<file path="src/rtl/isa_card_pkg.sv">
package isa_card_pkg;

  // Which on-card device the current bank maps to
  typedef enum logic [1:0] {
    TGT_NONE  = 2'd0,
    TGT_ROM   = 2'd1,
    TGT_FLASH = 2'd2
  } win_tgt_e;

  // Value seen on an undriven, pulled-up bus
  localparam logic [7:0] BUS_IDLE = 8'hFF;

endpackage

</file>
<file path="src/rtl/isa_bank_select.sv">
module isa_bank_select
  import isa_card_pkg::*;
#(
  parameter int BANK_W      = 5,
  parameter int ROM_BANKS   = 16,
  parameter int FLASH_BANKS = 8
) (
  input  logic              clk,
  input  logic              rst_n,
  input  logic              load,
  input  logic [BANK_W-1:0] load_val,
  output logic [BANK_W-1:0] bank,
  output win_tgt_e          target
);

  localparam int FLASH_END = ROM_BANKS + FLASH_BANKS;

  always_ff @(posedge clk) begin
    if (!rst_n)    bank <= '0;
    else if (load) bank <= load_val;
  end

  always_comb begin
    if (int'(bank) < ROM_BANKS)      target = TGT_ROM;
    else if (int'(bank) < FLASH_END) target = TGT_FLASH;
    else                             target = TGT_NONE;
  end


  bank_load_chk: assert property (@(posedge clk) disable iff (!rst_n)
    load |=> bank == $past(load_val));


  bank_hold_chk: assert property (@(posedge clk) disable iff (!rst_n)
    !load |=> $stable(bank));

endmodule

</file>
<file path="src/rtl/isa_key_port.sv">
module isa_key_port (
  input  logic clk,
  input  logic rst_n,
  input  logic wr_hit,
  input  logic rst_bit,
  input  logic clk_bit,
  input  logic dq_bit,
  output logic key_rst,
  output logic key_clk,
  output logic key_dq_out
);

  always_ff @(posedge clk) begin
    if (!rst_n) begin
      key_rst    <= 1'b0;
      key_clk    <= 1'b0;
      key_dq_out <= 1'b0;
    end else if (wr_hit) begin
      key_rst    <= rst_bit;
      key_clk    <= clk_bit;
      key_dq_out <= dq_bit;
    end
  end


  key_hold_chk: assert property (@(posedge clk) disable iff (!rst_n)
    !wr_hit |=> $stable({key_rst, key_clk, key_dq_out}));


  key_load_chk: assert property (@(posedge clk) disable iff (!rst_n)
    wr_hit |=> (key_clk == $past(clk_bit)) && (key_dq_out == $past(dq_bit)));

endmodule

</file>
<file path="src/rtl/isa_window_decode.sv">
module isa_window_decode
  import isa_card_pkg::*;
#(
  parameter int               HOST_AW  = 20,
  parameter int               WIN_W    = 16,
  parameter int               BANK_W   = 5,
  parameter logic [HOST_AW-1:0] WIN_BASE = 20'hD0000
) (
  input  logic                    clk,
  input  logic                    rst_n,
  input  logic [HOST_AW-1:0]      host_addr,
  input  logic                    mem_rd,
  input  logic                    mem_wr,
  input  logic [BANK_W-1:0]       bank,
  input  win_tgt_e                target,
  output logic                    win_hit,
  output logic                    rom_cs,
  output logic                    flash_cs,
  output logic                    flash_we,
  output logic [BANK_W+WIN_W-1:0] page_addr
);

  assign win_hit = (host_addr[HOST_AW-1:WIN_W] == WIN_BASE[HOST_AW-1:WIN_W]);

  always_comb begin
    rom_cs   = 1'b0;
    flash_cs = 1'b0;
    flash_we = 1'b0;
    if (win_hit) begin
      unique case (target)
        TGT_ROM:   rom_cs = mem_rd;
        TGT_FLASH: begin
          flash_cs = mem_rd | mem_wr;
          flash_we = mem_wr;
        end
        default: ;
      endcase
    end
  end

  assign page_addr = {bank, host_addr[WIN_W-1:0]};


  cs_excl_chk: assert property (@(posedge clk) disable iff (!rst_n)
    !(rom_cs && flash_cs));


  we_needs_cs_chk: assert property (@(posedge clk) disable iff (!rst_n)
    flash_we |-> flash_cs && mem_wr);


  rom_read_only_chk: assert property (@(posedge clk) disable iff (!rst_n)
    rom_cs |-> mem_rd);

endmodule

</file>
<file path="src/rtl/isa_bank_window.sv">
module isa_bank_window
  import isa_card_pkg::*;
#(
  parameter int          HOST_AW     = 20,
  parameter int          IO_AW       = 16,
  parameter int          WIN_W       = 16,
  parameter int          BANK_W      = 5,
  parameter int          ROM_BANKS   = 16,
  parameter int          FLASH_BANKS = 8,
  parameter logic [19:0] WIN_BASE    = 20'hD0000,
  parameter logic [15:0] IO_BASE     = 16'h0228,
  parameter int          KEY_RST_BIT = 6,
  parameter int          KEY_CLK_BIT = 4,
  parameter int          KEY_DQ_BIT  = 5
) (
  input  logic                    clk,
  input  logic                    rst_n,
  input  logic [HOST_AW-1:0]      host_addr,
  input  logic                    io_rd,
  input  logic                    io_wr,
  input  logic                    mem_rd,
  input  logic                    mem_wr,
  input  logic [7:0]              host_wdata,
  output logic [7:0]              host_rdata,
  output logic                    host_rdata_oe,
  output logic [BANK_W+WIN_W-1:0] mem_page_addr,
  output logic                    rom_cs,
  input  logic [7:0]              rom_rdata,
  output logic                    flash_cs,
  output logic                    flash_we,
  output logic [7:0]              flash_wdata,
  input  logic [7:0]              flash_rdata,
  output logic                    key_rst,
  output logic                    key_clk,
  output logic                    key_dq_out,
  input  logic                    key_dq_in,
  input  logic                    btn_setup,
  input  logic                    btn_calib,
  input  logic [3:0]              coin_in
);

  // Port offsets within the cluster are fixed by the card's software
  localparam logic [IO_AW-1:0] RSV_LO    = IO_BASE[IO_AW-1:0];
  localparam logic [IO_AW-1:0] RSV_HI    = IO_BASE[IO_AW-1:0] + 16'd3;
  localparam logic [IO_AW-1:0] COIN_PORT = IO_BASE[IO_AW-1:0] + 16'd4;
  localparam logic [IO_AW-1:0] KEY_PORT  = IO_BASE[IO_AW-1:0] + 16'd5;
  localparam logic [IO_AW-1:0] BANK_PORT = IO_BASE[IO_AW-1:0] + 16'd7;
  localparam logic [7:0]       KEY_LOW   = BUS_IDLE & ~(8'd1 << KEY_DQ_BIT);

  logic [IO_AW-1:0]  io_a;
  logic              bank_wr, key_wr;
  logic              rsv_hit, coin_hit, key_hit;
  logic [BANK_W-1:0] bank;
  win_tgt_e          target;
  logic              win_hit;
  logic [7:0]        coin_byte;

  assign io_a     = host_addr[IO_AW-1:0];
  assign bank_wr  = io_wr && (io_a == BANK_PORT);
  assign key_wr   = io_wr && (io_a == KEY_PORT);
  assign rsv_hit  = (io_a >= RSV_LO) && (io_a <= RSV_HI);
  assign coin_hit = (io_a == COIN_PORT);
  assign key_hit  = (io_a == KEY_PORT);

  isa_bank_select #(
    .BANK_W      (BANK_W),
    .ROM_BANKS   (ROM_BANKS),
    .FLASH_BANKS (FLASH_BANKS)
  ) u_bank (
    .clk      (clk),
    .rst_n    (rst_n),
    .load     (bank_wr),
    .load_val (host_wdata[BANK_W-1:0]),
    .bank     (bank),
    .target   (target)
  );

  isa_key_port u_key (
    .clk        (clk),
    .rst_n      (rst_n),
    .wr_hit     (key_wr),
    .rst_bit    (host_wdata[KEY_RST_BIT]),
    .clk_bit    (host_wdata[KEY_CLK_BIT]),
    .dq_bit     (host_wdata[KEY_DQ_BIT]),
    .key_rst    (key_rst),
    .key_clk    (key_clk),
    .key_dq_out (key_dq_out)
  );

  isa_window_decode #(
    .HOST_AW  (HOST_AW),
    .WIN_W    (WIN_W),
    .BANK_W   (BANK_W),
    .WIN_BASE (WIN_BASE)
  ) u_win (
    .clk       (clk),
    .rst_n     (rst_n),
    .host_addr (host_addr),
    .mem_rd    (mem_rd),
    .mem_wr    (mem_wr),
    .bank      (bank),
    .target    (target),
    .win_hit   (win_hit),
    .rom_cs    (rom_cs),
    .flash_cs  (flash_cs),
    .flash_we  (flash_we),
    .page_addr (mem_page_addr)
  );

  assign flash_wdata = host_wdata;

  // Service buttons read low when pressed, coins read high
  assign coin_byte = {2'b11, coin_in, ~btn_calib, ~btn_setup};

  always_comb begin
    host_rdata    = BUS_IDLE;
    host_rdata_oe = 1'b0;
    if (mem_rd && win_hit) begin
      host_rdata_oe = 1'b1;
      unique case (target)
        TGT_ROM:   host_rdata = rom_rdata;
        TGT_FLASH: host_rdata = flash_rdata;
        default:   host_rdata = BUS_IDLE;
      endcase
    end else if (io_rd) begin
      if (rsv_hit) begin
        host_rdata_oe = 1'b1;
      end else if (coin_hit) begin
        host_rdata_oe = 1'b1;
        host_rdata    = coin_byte;
      end else if (key_hit) begin
        host_rdata_oe = 1'b1;
        host_rdata    = key_dq_in ? BUS_IDLE : KEY_LOW;
      end
    end
  end


  oe_needs_read_chk: assert property (@(posedge clk) disable iff (!rst_n)
    host_rdata_oe |-> (io_rd || mem_rd));


  idle_bus_chk: assert property (@(posedge clk) disable iff (!rst_n)
    !host_rdata_oe |-> host_rdata == 8'hFF);


  key_read_chk: assert property (@(posedge clk) disable iff (!rst_n)
    (io_rd && !mem_rd && key_hit) |-> host_rdata[KEY_DQ_BIT] == key_dq_in);

endmodule

</file>
<file path="config.mk">
export PLATFORM = sky130hd
export DESIGN_NAME = isa_bank_window
export DESIGN_NICKNAME = d
export VERILOG_FILES = /design/src/rtl/isa_card_pkg.sv /design/src/rtl/isa_bank_select.sv /design/src/rtl/isa_key_port.sv /design/src/rtl/isa_window_decode.sv /design/src/rtl/isa_bank_window.sv
export SDC_FILE = /design/constraint.sdc
export NUM_CORES = 1
export LEC_CHECK = 0
export BUFFER_PORTS_ARGS = -buffer_cell sky130_fd_sc_hd__buf_4
export CAP_MARGIN = 10
export CORE_MARGIN = 10
export CORE_UTILIZATION = 35
export CTS_CLUSTER_SIZE = 20
export DETAILED_ROUTE_END_ITERATION = 16
export PLACE_DENSITY = 0.85
export SLEW_MARGIN = 20
export SYNTH_ARGS = -nofsm -noshare
export SYNTH_HDL_FRONTEND = slang
export SYNTH_SLANG_ARGS = --single-unit
export TNS_END_PERCENT = 5
</file>
<file path="constraint.sdc">
create_clock -name clk -period 3.16 [get_ports clk]
set_clock_uncertainty 0.1 [all_clocks]
set_input_delay 0.158 -clock clk [delete_from_list [all_inputs] [get_ports clk]]
set_output_delay 0.158 -clock clk [all_outputs]
set_load 0.03 [all_outputs]
</file>
## Word-level counts from Yosys, hierarchy flattened

Index checks and enable logic that the tools add are counted.

| storage, ports and cells | value |
|---|---|
| register bits after elaboration | 8 |
| input bits | 57 |

| operators by class | value |
|---|---|
| bitwise logic cells | 3 |
| magnitude comparators | 4 |
| multiplexer cells | 20 |
| reductions and logical operators | 4 |
| eq/ne operators | 6 |

Operator list:

| cell | count |
|---|---|
| == test 16 x 10 -> 1 bit (second input constant) | 3 |
| 2-to-1 mux 6 bit | 5 |
| >= comparator 16 x 10 -> 1 bit (second input constant) | 1 |
| <= comparator 16 x 10 -> 1 bit (second input constant) | 1 |
| one-hot mux 8 bit (2 select lines) | 1 |
| 2-to-1 mux 1 bit | 11 |
| less-than comparator 5 bit (second input constant) | 2 |
| 2-to-1 mux 8 bit | 1 |
| == test 4 bit (second input constant) | 1 |
| logical AND 1 bit | 4 |
| 2-to-1 mux 2 bit | 2 |
| == test 2 x 1 -> 1 bit (second input constant) | 1 |
| == test 2 bit (second input constant) | 1 |
| NOT 1 bit | 2 |
| OR 1 bit | 1 |

## Longest topological paths before layout

| depth | value |
|---|---|
| depth after elaboration | 6 |
| mapped depth | 5 |
| gate-level depth less buffers | 4 |

## By module

Synthesis repeated with hierarchy kept, for this count alone.

| second synthesis, totals | value |
|---|---|
| cell total of the unflattened synthesis | 104 |
| area, all modules | 897.1 sq um |

By module, submodules not included:

| module | cells each | sequential area each (sq um) | instances | area an instance (sq um) |
|---|---|---|---|---|
| isa_bank_window | 48 | 0.0 | 1 | 366.6 |
| isa_window_decode | 29 | 0.0 | 1 | 221.5 |
| isa_bank_select | 18 | 100.1 | 1 | 200.2 |
| isa_key_port | 9 | 60.1 | 1 | 108.9 |

## Worst setup path after synthesis

No wires, ideal clock.

| path | value |
|---|---|
| path kind | reg2out |
| start | register u_bank.bank[3] |
| end | output host_rdata[0] |
| arrival | 1.608 ns |
| setup slack | 1.294 ns |
| stages on the path, launching flop included | 6 |
| path through | dfxtp_1 > nand2b_1 > clkbuf_1 > o22a_1 > nor2_1 > a31oi_1 |

| on the way | value |
|---|---|
| longest elaborated chain between the ends | 6 |
| elaborated cells on any way between the ends | 8 |
| classes of those cells | 2 x order compare; 2 x eq/ne; 4 x mux |

RTL lines:

| item | line | RTL |
|---|---|---|
| start: declaration | isa_bank_select.sv:12 | `output logic [BANK_W-1:0] bank,` |
| start signal: assignment | isa_bank_select.sv:20 | `else if (load) bank <= load_val;` |
| less-than comparator 5 bit | isa_bank_select.sv:25 | `else if (int'(bank) < FLASH_END) target = TGT_FLASH;` |
| 2-to-1 mux 2 bit | isa_bank_select.sv:25 |  |
| 2-to-1 mux 2 bit * | isa_bank_select.sv:24 | `if (int'(bank) < ROM_BANKS) target = TGT_ROM;` |
| == test 2 bit / == test 2 x 1 -> 1 bit (equally long branches) | isa_bank_window.sv:120 | `unique case (target)` |
| one-hot mux 8 bit (2 select lines) * | isa_bank_window.sv:120 |  |
| 2-to-1 mux 8 bit * | isa_bank_window.sv:118 | `if (mem_rd && win_hit) begin` |
| end: declaration | isa_bank_window.sv:24 | `output logic [7:0] host_rdata,` |

Every way passes the cells marked *; elsewhere a longest branch is shown, timed or not.

## Worst setup path after layout

| path | value |
|---|---|
| start | register u_bank.bank[4] |
| end | output host_rdata[3] |

Same word-level chain as after synthesis.

==> results.cfg <==
[cts]
hold_buffers = 0
cts-buffers-inserted = 3
htree_levels = 1
post_cts_buffers = 0
cts.repair.resized = 0
cts.sinks = 8
tritoncts = yes
clkTransAtPathRegs_ns = 0.05
worst_skew_pair.late_latency_ns = 0.25
cts-root-buf = clkbuf_4
clockBufferDepth = 2

[timing]
slew_violations = 0
setup_viol = 0
whs_ns = 0.0601
max_slew_margin = 0.730
rsz0062_at_grt = false
tns_ns = 0
tightestPinTransition_ns = 0.404
period_minus_slack_ns = 1.96
final_hold_viol_count = 0
fmax_mhz = 511
post-route-period-util = 0.619

[power]
pwr-share-comb = 0.444
seqPwrFrac = 0.311
p_per_area_nw_per_um2 = 228
p_switching_uw = 106
ir_drop_v = 0.000228
p_sw_frac = 0.327
leakagePower_uw = 0.000689
p_clk_frac = 0.245
power.internal_uw = 218

[flow_run]
maxCapViolCount = 0

[worst_setup_path]
cp.arrival_ns = 1.70
crit_fanout = 13
startpoint_type = register
crit_type = register to output port
worstPathRequired_ns = 2.90
endpoint_kind = output port
rrSetupSlack_ns = 2.23

[placement]
port_buffers = 98
hpwlAfterDp_um = 3090
gp_congestion = 0.857

[synthesis]
synth_edf_count = 0
yosysMostFrequentCell = buf_4
synthDistinctLibCells = 32
synthTopCellsByArea = buf_4, dfxtp_1, mux2i_1
yosysTopAreaCell = buf_4
synth_common_cells = buf_4, nand2_1, mux2i_1, dfxtp_1, o22ai_1
async_flop_share = 0
syn_area_um2 = 835
synth_warnings = 0
synth_nets = 164
synth_top_area_share = 0.216
synthCells = 107
avgSynthCellArea_um2 = 7.80
seq_area_frac_synth = 0.192
synth_ff_type = dfxtp_1
synth-seq-cells = 8

[global_routing]
grt_pass1_vias = 1032
grt_max_degree = 16
grt_pass1_wl_um = 4860
antenna_found_initial = 0
grt_usage = 0.136
grt.overflow.total = 0

[route]
drt-total-wl_um = 3510
detail_route.wl_per_cell_um = 16.9
drt_pass1_iterations = 4
drt_iter0_drc = 39
vias = 1016
post-route-drc-count = 0
routed_via_density = 4.91
antenna_left = 0

[floorplanning]
die_w_um = 68.8
initial_core_util = 0.374
dieArea_um2 = 4740
ioPinCount = 101
num_rows = 17
dieHeight_um = 68.8
core_area_um2 = 2230

[finish]
synthToLayoutAreaGrowth_pct = 70.2
n_fill_cell = 209
drive_above_1_share = 0.598
num_antenna_cells = 0
nets = 238

[status]
status = finished, final reports clean

[worst_hold_path]
hold_path.class = primary input to register
-- state kept, by name, summed over array words and instances (netlist names) --
name and flops:
u_key.key_clk 1, u_bank.bank 5, u_key.key_rst 1, u_key.key_dq_out 1
-- power by group through the flow --
stage	clock (µW)	combinational, µW	sequential (µW)
after floorplan	0	79.4	103
after global placement	0	142	103
after detailed placement	0	144	103
after CTS	82.3	145	101
after global routing	90.2	152	101
final	79.5	144	101
-- through the flow --
step | instance area, µm² | setup slack (ns) | instances | power, µW | utilization
floorplan | 835 | 1.29 | 107 | 182 | -
global placement | 1400 | 1.34 | 204 | 245 | 0.626
detailed placement | 1400 | 1.31 | 204 | 247 | 0.626
CTS | 1420 | 1.20 | 207 | 328 | 0.636
global route | 1420 | 1.08 | 207 | 343 | 0.636
finish | 1420 | 1.20 | 207 | 324 | 0.636
-- cell families after synthesis --
group	count (synthesis)	synth area share
compound gates	19	0.162
buf+inv	30	0.253
flops	8	0.192
mux	9	0.108
simple gates	41	0.285
-- final timing paths --
check	start	to	depth (start not counted)
max reg2reg	u_bank.bank[4]	u_bank.bank[4]	2
min	host_wdata[2]	u_bank.bank[2]	3
min reg2reg	u_key.key_rst	u_key.key_rst	2
max	u_bank.bank[4]	host_rdata[3]	5
-- per-layer routing --
layer	share of wire	GRT usage	up-vias	wire length, µm
li1	-	-	498	-
met1	0.32	0.122	447	1120
met2	0.52	0.259	64	1810
met3	0.15	0.0580	7	519
met4	0.018	0.0616	0	62
met5	0	0	-	0
-- area by class of cell --
cell class | instances | area, µm² | share of cell area
Timing Repair Buffer | 98 | 736 | 0.518
Multi-Input combinational cell | 69 | 463 | 0.326
Sequential cell | 8 | 160 | 0.113
Tap cell | 28 | 35.0 | 0.0247
Clock buffer | 3 | 22.5 | 0.0159
Inverter | 1 | 3.75 | 0.00264
-- layout by cell type (no fill, tap or decap), types with 2 or more instances in the layout --
cell	netlist	final
mux2i_1	9	9
clkbuf_4	0	3
nor3b_1	2	2
nand2_1	22	22
nand4_1	2	2
nand2b_1	2	2
dfxtp_1	8	8
a22oi_1	2	2
o31a_1	3	3
buf_4	24	98
nor2_1	3	3
o22ai_1	7	7
-- worst max-delay path: stages, from the launching register on --
cell	delay [ns]
dfxtp_1	0.56
nand2b_1	0.26
o22ai_1	0.22
nand2_1	0.10
o31a_1	0.13
buf_4	0.17
(Power assumes the default switching activity.)
